===== src/rtl/srx_pkg.sv =====
package srx_pkg;
  typedef enum logic [1:0] {
    PAR_NONE = 2'd0,
    PAR_EVEN = 2'd1,
    PAR_ODD  = 2'd2,
    PAR_ZERO = 2'd3
  } par_mode_e;

  typedef enum logic [2:0] {
    ST_IDLE,
    ST_START,
    ST_DATA,
    ST_PAR,
    ST_STOP
  } rx_state_e;
endpackage


===== src/rtl/srx_line_sync.sv =====
module srx_line_sync #(
  parameter int STAGES = 2
) (
  input  logic clk,
  input  logic rst_n,
  input  logic line_in,
  output logic line_s,
  output logic fall
);
  logic [STAGES-1:0] sync_q;
  logic              prev_q;

  always_ff @(posedge clk or negedge rst_n) begin
    if (!rst_n) begin
      sync_q <= '1;
      prev_q <= 1'b1;
    end else begin
      sync_q <= {sync_q[STAGES-2:0], line_in};
      prev_q <= sync_q[STAGES-1];
    end
  end

  assign line_s = sync_q[STAGES-1];
  assign fall   = prev_q & ~sync_q[STAGES-1];
endmodule


===== src/rtl/srx_framer.sv =====
module srx_framer
  import srx_pkg::*;
#(
  parameter int DIV_W  = 8,
  parameter int DATA_W = 8
) (
  input  logic              clk,
  input  logic              rst_n,
  input  logic              active,
  input  logic              line_s,
  input  logic              fall,
  input  logic [DIV_W-1:0]  divisor,
  input  par_mode_e         par_mode,
  output logic              done,
  output logic [DATA_W-1:0] data,
  output logic              par_err,
  output logic              frm_err
);
  localparam int CNT_W = DIV_W + 1;
  localparam int IDX_W = $clog2(DATA_W);

  rx_state_e         state_q, state_n;
  logic [CNT_W-1:0]  cnt_q, cnt_n;
  logic [IDX_W-1:0]  idx_q, idx_n;
  logic [DATA_W-1:0] shreg_q, shreg_n;
  logic              perr_q, perr_n;
  logic              ferr_q, ferr_n;
  logic              done_q, done_n;
  logic [CNT_W-1:0]  half_end, full_end;
  logic              par_bad;

  assign half_end = {1'b0, divisor};
  assign full_end = {divisor, 1'b1};

  always_comb begin
    unique case (par_mode)
      PAR_EVEN: par_bad = ^shreg_q ^ line_s;
      PAR_ODD:  par_bad = ~(^shreg_q ^ line_s);
      PAR_ZERO: par_bad = line_s;
      default:  par_bad = 1'b0;
    endcase
  end

  always_comb begin
    state_n = state_q;
    cnt_n   = cnt_q + 1'b1;
    idx_n   = idx_q;
    shreg_n = shreg_q;
    perr_n  = perr_q;
    ferr_n  = ferr_q;
    done_n  = 1'b0;
    unique case (state_q)
      ST_IDLE: begin
        cnt_n = '0;
        if (fall) state_n = ST_START;
      end
      ST_START: begin
        if (cnt_q == half_end) begin
          cnt_n  = '0;
          idx_n  = '0;
          perr_n = 1'b0;
          state_n = line_s ? ST_IDLE : ST_DATA;
        end
      end
      ST_DATA: begin
        if (cnt_q == full_end) begin
          cnt_n   = '0;
          shreg_n = {line_s, shreg_q[DATA_W-1:1]};
          idx_n   = idx_q + 1'b1;
          if (idx_q == IDX_W'(DATA_W - 1))
            state_n = (par_mode == PAR_NONE) ? ST_STOP : ST_PAR;
        end
      end
      ST_PAR: begin
        if (cnt_q == full_end) begin
          cnt_n   = '0;
          perr_n  = par_bad;
          state_n = ST_STOP;
        end
      end
      ST_STOP: begin
        if (cnt_q == full_end) begin
          cnt_n   = '0;
          ferr_n  = ~line_s;
          done_n  = 1'b1;
          state_n = ST_IDLE;
        end
      end
      default: state_n = ST_IDLE;
    endcase
    if (!active) begin
      state_n = ST_IDLE;
      done_n  = 1'b0;
    end
  end

  always_ff @(posedge clk or negedge rst_n) begin
    if (!rst_n) begin
      state_q <= ST_IDLE;
      cnt_q   <= '0;
      idx_q   <= '0;
      shreg_q <= '0;
      perr_q  <= 1'b0;
      ferr_q  <= 1'b0;
      done_q  <= 1'b0;
    end else begin
      state_q <= state_n;
      cnt_q   <= cnt_n;
      idx_q   <= idx_n;
      shreg_q <= shreg_n;
      perr_q  <= perr_n;
      ferr_q  <= ferr_n;
      done_q  <= done_n;
    end
  end

  assign done    = done_q;
  assign data    = shreg_q;
  assign par_err = perr_q;
  assign frm_err = ferr_q;
endmodule


===== src/rtl/srx_status.sv =====
module srx_status #(
  parameter int DATA_W = 8
) (
  input  logic              clk,
  input  logic              rst_n,
  input  logic              power_en,
  input  logic              active,
  input  logic              frame_done,
  input  logic [DATA_W-1:0] frame_data,
  input  logic              par_err,
  input  logic              frm_err,
  input  logic              rd_stat,
  input  logic              rd_data,
  output logic [2:0]        flags,
  output logic [DATA_W-1:0] buf_data,
  output logic              done_irq,
  output logic              err_irq
);
  logic [2:0]        flags_q, flags_n;
  logic [DATA_W-1:0] buf_q, buf_n;
  logic              full_q, full_n;
  logic              seen_q, seen_n;
  logic              done_q, done_n;
  logic              err_q, err_n;
  logic              clr, complete, ovr, wr_en;

  always_comb begin
    clr      = rd_data & seen_q;
    complete = frame_done & active;
    wr_en    = complete & (~full_q | clr);
    ovr      = complete & full_q & ~clr;
    seen_n   = clr ? 1'b0 : (seen_q | rd_stat);
    full_n   = wr_en ? 1'b1 : (clr ? 1'b0 : full_q);
    buf_n    = wr_en ? frame_data : buf_q;
    flags_n  = (clr ? 3'b000 : flags_q) |
               {ovr, complete & frm_err, complete & par_err};
    done_n   = complete;
    err_n    = complete & (par_err | frm_err | ovr);
    if (!power_en) begin
      seen_n  = 1'b0;
      full_n  = 1'b0;
      flags_n = 3'b000;
    end
  end

  always_ff @(posedge clk or negedge rst_n) begin
    if (!rst_n) begin
      flags_q <= '0;
      buf_q   <= '0;
      full_q  <= 1'b0;
      seen_q  <= 1'b0;
      done_q  <= 1'b0;
      err_q   <= 1'b0;
    end else begin
      flags_q <= flags_n;
      full_q  <= full_n;
      seen_q  <= seen_n;
      done_q  <= done_n;
      err_q   <= err_n;
      if (wr_en) buf_q <= buf_n;
    end
  end

  assign flags    = flags_q;
  assign buf_data = buf_q;
  assign done_irq = done_q;
  assign err_irq  = err_q;
endmodule


===== src/rtl/serial_rx_unit.sv =====
module serial_rx_unit
  import srx_pkg::*;
#(
  parameter int DIV_W       = 8,
  parameter int DATA_W      = 8,
  parameter int SYNC_STAGES = 2
) (
  input  logic              clk,
  input  logic              rst_n,
  input  logic              power_en,
  input  logic              rx_en,
  input  logic              rx_line,
  input  logic [DIV_W-1:0]  divisor,
  input  logic [1:0]        parity_mode,
  input  logic              rd_stat,
  input  logic              rd_data,
  output logic [2:0]        stat_flags,
  output logic [DATA_W-1:0] rx_data,
  output logic              done_irq,
  output logic              err_irq
);
  logic              line_s, fall, active;
  logic              f_done, f_perr, f_ferr;
  logic [DATA_W-1:0] f_data;

  assign active = power_en & rx_en;

  srx_line_sync #(.STAGES(SYNC_STAGES)) sync_i (
    .clk(clk), .rst_n(rst_n), .line_in(rx_line), .line_s(line_s), .fall(fall)
  );

  srx_framer #(.DIV_W(DIV_W), .DATA_W(DATA_W)) framer_i (
    .clk(clk), .rst_n(rst_n), .active(active), .line_s(line_s), .fall(fall),
    .divisor(divisor), .par_mode(par_mode_e'(parity_mode)),
    .done(f_done), .data(f_data), .par_err(f_perr), .frm_err(f_ferr)
  );

  srx_status #(.DATA_W(DATA_W)) status_i (
    .clk(clk), .rst_n(rst_n), .power_en(power_en), .active(active),
    .frame_done(f_done), .frame_data(f_data), .par_err(f_perr),
    .frm_err(f_ferr), .rd_stat(rd_stat), .rd_data(rd_data),
    .flags(stat_flags), .buf_data(rx_data), .done_irq(done_irq),
    .err_irq(err_irq)
  );
endmodule


===== config.mk =====
export PLATFORM = sky130hd
export DESIGN_NAME = serial_rx_unit
export DESIGN_NICKNAME = d
export VERILOG_FILES = /design/src/rtl/srx_pkg.sv /design/src/rtl/srx_line_sync.sv /design/src/rtl/srx_framer.sv /design/src/rtl/srx_status.sv /design/src/rtl/serial_rx_unit.sv
export SDC_FILE = /design/constraint.sdc
export NUM_CORES = 1
export LEC_CHECK = 0
export ABC_AREA = 1
export BUFFER_PORTS_ARGS = -buffer_cell sky130_fd_sc_hd__clkbuf_2
export CAP_MARGIN = 40
export CORE_MARGIN = 8
export CORE_UTILIZATION = 35
export CTS_CLUSTER_SIZE = 24
export DETAILED_ROUTE_END_ITERATION = 12
export GPL_TIMING_DRIVEN = 0
export HOLD_SLACK_MARGIN = 0.06
export PLACE_DENSITY_LB_ADDON = 0.25
export SLEW_MARGIN = 20
export SYNTH_ARGS = -nofsm -noshare
export SYNTH_HDL_FRONTEND = slang
export SYNTH_SLANG_ARGS = --single-unit

===== constraint.sdc =====
create_clock -name clk -period 1.47 [get_ports clk]
set_input_delay 0.2205 -clock clk [delete_from_list [all_inputs] [get_ports clk]]
set_output_delay 0.2205 -clock clk [all_outputs]
set_load 0.02 [all_outputs]

==> out/metrics.cfg <==
[clock_network]
clock_latency_ps=310
path_clk_slew_ps=90
numCtsBuffers=5
htree_levels=2
clk_path_buf_depth=2
cts_tree=built
clock-root-buffer=clkbuf_8
cts.sinks=44

[synth]
synth-edff-count=0
yosysTopAreaCell=dfrtp_1
yosys_register_bits=44
synth_area_leaders=dfrtp_1 43%, nand2_1 19%, inv_1 6.6%
synth.distinct_cells=30
syn_nets=343
yosys-top-cells-count=121 x nand2_1, 42 x inv_1, 41 x dfrtp_1
synthFlopType=dfrtp_1
netlist_instances=323
yosys_warnings=0
avgSynthCellArea_um2=7.42
synth_area_um2=2400
synth-seq-area-share_pct=46.1
yosys.area.top_type_share_pct=42.8
yosysMostFrequentCell=nand2_1
async_reset_ff_share_pct=100

[layout]
drive_above_1_share_pct=30.3
fin_area_um2=3120
antenna_cells=0
final_cells=460
nFillCells=683
fin_nets=399
syn_to_final_growth_pct=30.2

[floorplan]
initial_core_util_pct=35.7
chipWidth_um=98.7
core_area_um2=6720
dieArea_um2=9750
rows=30
ios=30
die_h_um=98.7

[detailed_routing]
ant_nets=0
vias=2175
dr.pass1.iters=4
wire_per_inst_um=12.0
vias_per_cell=4.73
drc=0
drtIter0Drc=88
wirelength_um=5510

[grt]
met1_usage_pct=14.3
antenna_found_initial=0
grt_busiest_layer=met2
grt_pass1_vias=2180
gr-usage-met3_pct=2.82
grt_max_degree=45
grt_pass1_wl_um=9690
use_met2_pct=20.4
grt_use_total_pct=12.1
grt.overflow.total=0

[timing]
setup_viol=21
max_freq_ghz=0.626
fin_skew_ps=15.6
rsz0062_at_grt=true
worstMarginPinSlew_ps=644
fin_setup_tns_ps=-1970
fin_crit_sh_pct=109
finalCriticalPeriod_ps=1600
drv_slew=0
slew-limit-headroom_pct=57.1
worst_slack_ps=-128
hold_viol_final=0

[place]
dp.cells=432
port_buffers=29
hpwl_um=3970
dpl_cell_area_um2=2640
post-place-ws_ps=-224
place_congestion=0.813

[setup_path]
crit_arrival_ps=1840
worstPathRequired_ps=1710
cp-end-kind=flip-flop
critPathKind=flip-flop to flip-flop
path_max_fanout=5
start_kind=flip-flop

[outcome]
violations=setup timing
outcome=complete, but fails checks

[worst_hold_path]
hp-class=input port to flip-flop

[pwr]
totalPowerFinal_mw=2.61
power_density_nw_per_um2=836
ir_drop_mv=0.376
leakage_nw=1.63

[job]
drv_cap=0

==> registers in the layout, indices dropped and copies added (netlist names) <==
name               flops
framer_i.state_q       3
status_i.err_irq       1
status_i.flags         3
framer_i.idx_q         3
sync_i.prev_q          1
status_i.buf_data      8
status_i.seen_q        1
status_i.full_q        1
framer_i.done          1
framer_i.cnt_q         9
sync_i.sync_q          2
framer_i.frm_err       1
framer_i.data          8
framer_i.par_err       1
status_i.done_irq      1
==> final cells by class <==
type | count | area (µm²) | area share (%)
flip-flops and latches | 44 | 1110 | 35.5
clock inverters | 2 | 38.8 | 1.24
plain buffers | 2 | 22.5 | 0.722
multi-input cells | 231 | 1240 | 39.7
repair buffers | 50 | 358 | 11.5
well taps | 80 | 100 | 3.21
inverters | 45 | 171 | 5.50
clock buffers | 6 | 82.6 | 2.65
==> kinds of logic (layout without fill, tap and decap cells) <==
| group | after synthesis | after routing | share of synthesized area (%) |
|---|---|---|---|
| AO/OA/AOI/OAI | 36 | 36 | 7.83 |
| buffers and inverters | 48 | 105 | 8.15 |
| flip-flops | 44 | 44 | 46.1 |
| AND/OR/NAND/NOR | 187 | 187 | 34.5 |
| XOR/XNOR | 5 | 5 | 1.83 |
| adder cells (fa/ha/maj) | 3 | 3 | 1.57 |
==> per-stage QoR <==
step / util, % / hold WS, ps
after floorplan: - / -75.1
after global placement: 39.3 / 308
after detailed placement: 39.3 / 310
after CTS: 44.9 / 141
after global routing: 46.4 / 147
final: 46.4 / 153
==> per-layer routing <==
layer	share of wire (%)	vias to the layer above	wire length [µm]
met5	0	-	0
met4	2.1	0	113
met3	3.2	9	177
met2	51	30	2800
met1	44	1004	2420
li1	-	1132	-
==> what timing repair did <==
action | CTS | global route
endpoints found under the setup margin | 31 | 26
hold buffers | 2 | 0
endpoints found under the hold margin | 42 | 0
resized for setup | 35 | 26
pin swaps | 10 | 3
cloned | 1 | 0
buffers inserted | 15 | 3
==> worst paths after layout <==
| path | endpoint | slack, ps | start | depth (start not counted) |
|---|---|---|---|---|
| max | framer_i.idx_q[2]$_DFFE_PN0P_ | -130 | framer_i.cnt_q[4]$_DFF_PN0_ | 10 |
| min in group asynchronous | framer_i.cnt_q[4]$_DFF_PN0_ | 480 | rst_n | 2 |
| min reg2reg | sync_i.sync_q[1]$_DFF_PN1_ | 370 | sync_i.sync_q[0]$_DFF_PN1_ | 0 |
| max reg2reg | framer_i.idx_q[2]$_DFFE_PN0P_ | -130 | framer_i.cnt_q[4]$_DFF_PN0_ | 10 |
| max in group asynchronous | framer_i.cnt_q[0]$_DFF_PN0_ | 510 | rst_n | 2 |
| min | status_i.seen_q$_DFF_PN0_ | 150 | rd_stat | 3 |
==> worst max-delay path, stage by stage, from the launching register on <==
cell and delay (ps):
dfrtp_1 420, inv_2 70, nand2_2 60, o21ai_2 70
nor3_4 240, nand3_4 160, nor2_8 180, buf_6 130
buf_16 100, nand2_1 50, nand2_1 50
==> power breakdown <==
| part | total [mW] | internal, mW | switching [mW] |
|---|---|---|---|
| clock | 1.00 | 0.556 | 0.444 |
| combinational | 0.328 | 0.124 | 0.205 |
| sequential | 1.28 | 1.24 | 0.0365 |
==> placed cells by master, fill, tap and decap left out, types with 6 or more instances in the layout <==
cell	instances
nand2_2	9
nor2_2	7
clkbuf_8	6
o21ai_0	12
nand2_1	114
inv_2	11
o21ai_1	8
inv_1	33
a21oi_1	7
clkbuf_2	28
nand3_1	21
buf_4	14
dfrtp_1	39
nor2_1	13
Power figures use the tool's default switching activity.
